==> config.mk <==
export PLATFORM = sky130hd
export DESIGN_NAME = irq_line_src_mux
export DESIGN_NICKNAME = d
export VERILOG_FILES = /design/src/rtl/lsm_pkg.sv /design/src/rtl/lsm_sel_unpack.sv /design/src/rtl/lsm_line_pick.sv /design/src/rtl/irq_line_src_mux.sv
export SDC_FILE = /design/constraint.sdc
export NUM_CORES = 1
export LEC_CHECK = 0
export BUFFER_PORTS_ARGS = -buffer_cell sky130_fd_sc_hd__buf_2
export CAP_MARGIN = 20
export CELL_PAD_IN_SITES_DETAIL_PLACEMENT = 0
export CELL_PAD_IN_SITES_GLOBAL_PLACEMENT = 1
export CORE_ASPECT_RATIO = 1.5
export CORE_MARGIN = 10
export CORE_UTILIZATION = 17
export DETAILED_ROUTE_END_ITERATION = 7
export PLACE_DENSITY = 0.85
export REMOVE_ABC_BUFFERS = 1
export SYNTH_ARGS = -nofsm -noshare
export SYNTH_HDL_FRONTEND = slang
export SYNTH_SLANG_ARGS = --single-unit
==> constraint.sdc <==
create_clock -name clk -period 0.8 [get_ports clk]
set_input_delay 0.04 -clock clk [delete_from_list [all_inputs] [get_ports clk]]
set_output_delay 0.04 -clock clk [all_outputs]
set_load 0.005 [all_outputs]
==> src/rtl/lsm_pkg.sv <==
package lsm_pkg;
  localparam int unsigned SEL_W      = 4;
  localparam int unsigned PORT_PINS  = 16;
  localparam int unsigned WORD_W     = 32;
  localparam int unsigned SEL_PER_WD = 4;

  // bit position of the selector for a given line inside the flat word vector
  function automatic int unsigned sel_bit_base(input int unsigned line);
    return (line / SEL_PER_WD) * WORD_W + (line % SEL_PER_WD) * SEL_W;
  endfunction
endpackage

==> src/rtl/lsm_sel_unpack.sv <==
module lsm_sel_unpack #(
  parameter int unsigned LINES  = lsm_pkg::PORT_PINS,
  parameter int unsigned SEL_W  = lsm_pkg::SEL_W,
  parameter int unsigned WORD_W = lsm_pkg::WORD_W,
  parameter int unsigned NWORDS = (LINES + lsm_pkg::SEL_PER_WD - 1) / lsm_pkg::SEL_PER_WD
) (
  input  logic [NWORDS*WORD_W-1:0] words_i,
  output logic [LINES*SEL_W-1:0]   sel_o
);
  for (genvar n = 0; n < LINES; n++) begin : g_field
    localparam int unsigned BASE = lsm_pkg::sel_bit_base(n);
    assign sel_o[n*SEL_W +: SEL_W] = words_i[BASE +: SEL_W];
  end

  // upper half of each word is not decoded
  for (genvar w = 0; w < NWORDS; w++) begin : g_unused
    logic unused_hi;
    assign unused_hi = ^words_i[w*WORD_W + lsm_pkg::SEL_PER_WD*SEL_W +: WORD_W - lsm_pkg::SEL_PER_WD*SEL_W];
  end
endmodule

==> src/rtl/lsm_line_pick.sv <==
module lsm_line_pick #(
  parameter int unsigned NPORTS   = 8,
  parameter int unsigned PINS     = lsm_pkg::PORT_PINS,
  parameter int unsigned SEL_W    = lsm_pkg::SEL_W,
  parameter int unsigned LINE_IDX = 0
) (
  input  logic                   clk,
  input  logic                   rst_n,
  input  logic [NPORTS*PINS-1:0] pins_i,
  input  logic [SEL_W-1:0]       sel_i,
  output logic                   line_q
);
  localparam int unsigned IDX_W  = (NPORTS > 1) ? $clog2(NPORTS) : 1;
  localparam int unsigned COLS   = 1 << IDX_W;

  logic [COLS-1:0]  col;
  logic [IDX_W-1:0] idx;
  logic             sel_ok;
  logic             pick_d;

  // gather pin LINE_IDX of every port; pad beyond NPORTS with zero
  for (genvar p = 0; p < COLS; p++) begin : g_col
    if (p < NPORTS) begin : g_real
      assign col[p] = pins_i[p*PINS + LINE_IDX];
    end else begin : g_pad
      assign col[p] = 1'b0;
    end
  end

  assign idx    = sel_i[IDX_W-1:0];
  assign sel_ok = (32'(sel_i) < NPORTS);

  always_comb begin
    pick_d = 1'b0;
    if (sel_ok) pick_d = col[idx];
  end

  always_ff @(posedge clk or negedge rst_n) begin
    if (!rst_n) line_q <= 1'b0;
    else        line_q <= pick_d;
  end

  // a valid selector makes the line carry that port's pin next cycle
  p_pick_follow_r3: assert property (@(posedge clk) disable iff (!rst_n)
    (32'(sel_i) < NPORTS) |=> (line_q == $past(pins_i[32'(sel_i)*PINS + LINE_IDX])));

  // an out-of-range selector forces the line low next cycle
  p_bad_sel_low_r5: assert property (@(posedge clk) disable iff (!rst_n)
    (32'(sel_i) >= NPORTS) |=> !line_q);
endmodule

==> src/rtl/irq_line_src_mux.sv <==
module irq_line_src_mux #(
  parameter int unsigned NPORTS = 8,
  parameter int unsigned LINES  = lsm_pkg::PORT_PINS,
  parameter int unsigned SEL_W  = lsm_pkg::SEL_W,
  parameter int unsigned WORD_W = lsm_pkg::WORD_W,
  parameter int unsigned NWORDS = (LINES + lsm_pkg::SEL_PER_WD - 1) / lsm_pkg::SEL_PER_WD
) (
  input  logic                     clk,
  input  logic                     rst_n,
  input  logic [NPORTS*LINES-1:0]  pin_lvl_i,
  input  logic [NWORDS*WORD_W-1:0] cfg_words_i,
  output logic [LINES-1:0]         line_lvl_o
);
  logic [LINES*SEL_W-1:0] sel_flat;

  lsm_sel_unpack #(
    .LINES(LINES), .SEL_W(SEL_W), .WORD_W(WORD_W), .NWORDS(NWORDS)
  ) u_unpack (
    .words_i(cfg_words_i),
    .sel_o  (sel_flat)
  );

  for (genvar n = 0; n < LINES; n++) begin : g_line
    lsm_line_pick #(
      .NPORTS(NPORTS), .PINS(LINES), .SEL_W(SEL_W), .LINE_IDX(n)
    ) u_pick (
      .clk   (clk),
      .rst_n (rst_n),
      .pins_i(pin_lvl_i),
      .sel_i (sel_flat[n*SEL_W +: SEL_W]),
      .line_q(line_lvl_o[n])
    );
  end

  // one full cycle out of reset before quiet-input checks apply
  logic primed_q;
  always_ff @(posedge clk or negedge rst_n) begin
    if (!rst_n) primed_q <= 1'b0;
    else        primed_q <= 1'b1;
  end

  // reset holds every line low
  p_reset_low_r6: assert property (@(posedge clk)
    !rst_n |-> (line_lvl_o == '0));

  // with unchanged inputs the lines do not move
  p_quiet_hold_r7: assert property (@(posedge clk) disable iff (!rst_n)
    (primed_q && $stable(pin_lvl_i) && $stable(cfg_words_i)) |=> $stable(line_lvl_o));
endmodule

# == Word-level counts from Yosys, hierarchy flattened ==
# Cells that the tools add are included.
# totals
ff_bits,16
inputBits,258
out_inout_bits,16
elab_cells,96
# classes
n_lt_le_gt_ge,32
n_mux,48
# op_table
cell,n
"3-bit by 4-bit less-than comparator with 1-bit output, second input constant",16
"4-bit less-than comparator, second input constant",16
1-bit binary-select mux with 3-bit select,16
1-bit 2-to-1 mux,32

# == Depth between registers and ports, before layout ==
# depth
word_depth,3
depth_mapped,3
mapped_depth_nobuf,3

# == Hierarchy ==
# Synthesis repeated with hierarchy kept, for this count alone.
# hier_totals
cells_unflattened,208
hier_area_um2,2062.0
# by_module_without_submodules
mod,instances,cells_each,area_each_um2,seq_area_each_um2
lsm_line_pick,16,9,98.8,25.0
lsm_sel_unpack,1,64,480.5,0.0

# == Worst setup path after synthesis ==
# No wires, ideal clock.
# synth_path
path_type,input to register
start,in cfg_words_i[1]
end,reg g_line[0].u_pick.line_q
setup_time_ns,0.132
arrival_ns,0.682
required_ns,0.668
path_slack_ns,-0.014
stages,3
path_buffers,0
path_cell_list,mux4_1 nor2_1 a311oi_1
# synth_between
elab_chain_cells,3
elab_cells_between_ends,4
classes_between,order compare (1); mux (3)
# synth_rtl
item,line,rtl
"start, declared",irq_line_src_mux.sv:11,"input logic [NWORDS*WORD_W-1:0] cfg_words_i,"
1-bit binary-select mux with 3-bit select,lsm_line_pick.sv:35,if (sel_ok) pick_d = col[idx];
1-bit 2-to-1 mux (implied by the code),lsm_line_pick.sv:35,
1-bit 2-to-1 mux *,lsm_line_pick.sv:35,
named net g_line[0].u_pick.pick_d,lsm_line_pick.sv:19,logic pick_d;
"end signal, assigned",lsm_line_pick.sv:40,else line_q <= pick_d;
"end, declared",lsm_line_pick.sv:11,output logic line_q
# The timed path passes the listed nets; every way through them passes the cells marked *. The select of a mux whose other input is x is not followed.

# == Final worst setup path ==
# layout_path
start,reg g_line[13].u_pick.line_q
end,out line_lvl_o[13]
# layout_lines
item,line,rtl
"start, declared",lsm_line_pick.sv:11,
"start signal, assigned",lsm_line_pick.sv:40,
"end, declared",irq_line_src_mux.sv:12,output logic [LINES-1:0] line_lvl_o
# No word-level cell between the ends.

==> summary.txt <==
Outcome
  – Outcome: complete, but fails checks
  – Failing checks: setup timing

Power
  – Max VDD drop: 0.491 mV
  – Leakage: 1.77 nW
  – Sw frac: 0.265
  – Pwr Total: 3.06 mW
  – Sequential share of power: 0.293
  – Cell Pwr Density: 1030 nW/µm²
  – Sw power: 0.811 mW
  – Comb power frac: 0.373
  – P_int: 2.25 mW
  – Clock power frac: 0.333

Detailed routing
  – WL/cell: 17.1 µm
  – Routed Antenna Nets: 0
  – Routed WL: 8360 µm
  – Via Count: 2,132
  – Post-route DRC: 0
  – DR iter-0 viols: 18
  – Via density: 4.37
  – First-pass iteration count of the detailed router: 3

Critical path
  – Critical path's top delay family: flip-flops
  – Kind of critical path: flip-flop to output port
  – Crit path max-delay cell type: dfrtp_1
  – Cell chain of the critical path: buf_2
  – Worst path max stage delay: 0.38 ns
  – CP Capture Type: output port
  – Setup crit start kind: flip-flop
  – CP bufs+invs: 1
  – Crit path max fanout: 1
  – Data arrival time of the worst path: 0.77 ns
  – Critical Path RT: 0.76 ns

Die
  – Die footprint: 14,500 µm²
  – Die width: 102 µm
  – Core Region: 9740 µm²
  – Die span in y: 143 µm
  – Num rows: 44
  – Initial core utilization: 0.175
  – IO Count: 274

Timing
  – Final-report hold violation count: 0
  – Final worst setup slack: -0.00686 ns
  – Final Max Tran Viols: 0
  – RSZ-0062 raised after global routing: yes
  – Slew Limit Headroom: 0.696
  – FMAX: 1240 MHz
  – Tightest Pin Transition: 0.457 ns
  – Final setup viols: 1
  – Post-layout minimum cycle time: 0.807 ns
  – Fin crit share: 1.01
  – Setup TNS: -0.00686 ns

Global routing
  – Vias in the first global route: 2,536
  – Largest net degree at the start of global routing: 17
  – Gr ovfl total: 0
  – First-pass GRT wire length: 12,200 µm
  – Global-route usage over all layers: 0.107
  – Initial antenna violation count: 1

Finish
  – Max reg flops: 16
  – Final Core Density: 0.305
  – Post-layout net count: 632
  – Biggest register: g_line.u_pick.line_q
  – Area grow syn2layout: 74.8%
  – Fillers: 1,065
  – Biggest regs: g_line.u_pick.line_q (16)
  – Commonest non-fill, non-tap cell in the layout: buf_2
  – Fraction of layout cells with a size suffix above 1: 0.613
  – Leading cell types in the layout, fill and taps excluded: buf_2 (208), mux2i_1 (32), nor2_1 (32)

Synth
  – Area leader, netlist: mux4_1
  – Cell variety after synth: 8
  – Post-synthesis register bit count: 16
  – Synth Instances: 160
  – Sequential area share after synthesis: 0.235
  – Synth Warn #: 0
  – Synth area leaders: mux4_1 (25%), dfrtp_1 (24%), mux2i_1 (19%)
  – Synth Area per Inst: 10.6 µm²
  – Netlist area before placement: 1700 µm²
  – Synth top area share: 0.247

Place
  – Detailed-placement wirelength estimate: 7760 µm
  – Final Wtd Congestion: 0.802
  – IO buf count: 209

Clock tree
  – CTS Buf Count: 3
  – CTS Sinks: 16
  – Root Buffer: clkbuf_16
  – Max clock buf depth: 2
  – CTS tree: done
  – H-tree depth: 1
  – Clock slew at reported path FFs: 0.05 ns

Flow run
  – Max Cap Violations: 0

Worst hold path
  – HP Class: input pin to flip-flop
-- per-stage QoR --
step / instances / hold slack, ns / instance area, µm² / setup slack, ns
floorplan: 144 / -0.256 / 1580 / -0.0144
global placement: 483 / 0.0229 / 2880 / -0.165
detailed placement: 483 / 0.0210 / 2880 / -0.202
CTS: 487 / -0.00344 / 2980 / -0.0244
global route: 487 / 0.0168 / 2970 / -0.0352
finish: 488 / 0.0120 / 2970 / -0.00686
-- path summary, 6_finish.rpt --
check	startpoint	to	slack [ns]	cells after the start
max	g_line[13].u_pick.line_q	line_lvl_o[13]	-0.007	1
min	cfg_words_i[107]	g_line[14].u_pick.line_q	0.01	3
max in group asynchronous	rst_n	g_line[10].u_pick.line_q	0.22	2
min in group asynchronous	rst_n	g_line[2].u_pick.line_q	0.27	2
-- kinds of logic after synthesis --
group                  Yosys count  share of synthesized area
AO/OA/AOI/OAI                   32                      0.153
flip-flops                      16                      0.235
buffers and inverters           32                      0.106
multiplexers                    48                      0.435
AND/OR/NAND/NOR                 32                     0.0706
-- layer usage --
layer	routed length, µm	track usage
met1	2710	0.0944
met2	4640	0.208
met3	934	0.0491
met4	66	0.0249
met5	0	0
-- cells in the mapped netlist --
cell type,instances
a21o_1,16
a311oi_1,16
buf_4,16
dfrtp_1,16
inv_1,16
mux2i_1,32
mux4_1,16
nor2_1,32
-- cell type report --
class / instances / area [µm²] / area share
clock buffer: 3 / 75.1 / 0.0252
antenna: 1 / 2.50 / 0.000841
tap: 115 / 144 / 0.0484
inverter: 16 / 60.1 / 0.0202
sequential: 16 / 400 / 0.135
timing repair buffer: 225 / 1170 / 0.395
multi-input combinational: 112 / 1120 / 0.376
-- timing repair --
item / in CTS / in global routing
hold buffers: 1 / 0
buffers inserted: 0 / 0
pin swaps: 0 / 1
resized for setup: 1 / 1
gates cloned: 0 / 0
endpoints found under the hold margin: 17 / 0
endpoints found under the setup margin: 5 / 9
-- power groups by stage --
stage	Sequential [mW]	Clock, mW	Combinational, mW
4_1_cts	0.899	1.11	1.17
3_5_place_dp	0.913	0	1.15
3_3_place_gp	0.912	0	1.11
2_1_floorplan	0.923	0	0.388
6_report	0.898	1.02	1.14
5_1_grt	0.905	1.12	1.27
Power figures use the tool's default switching activity.
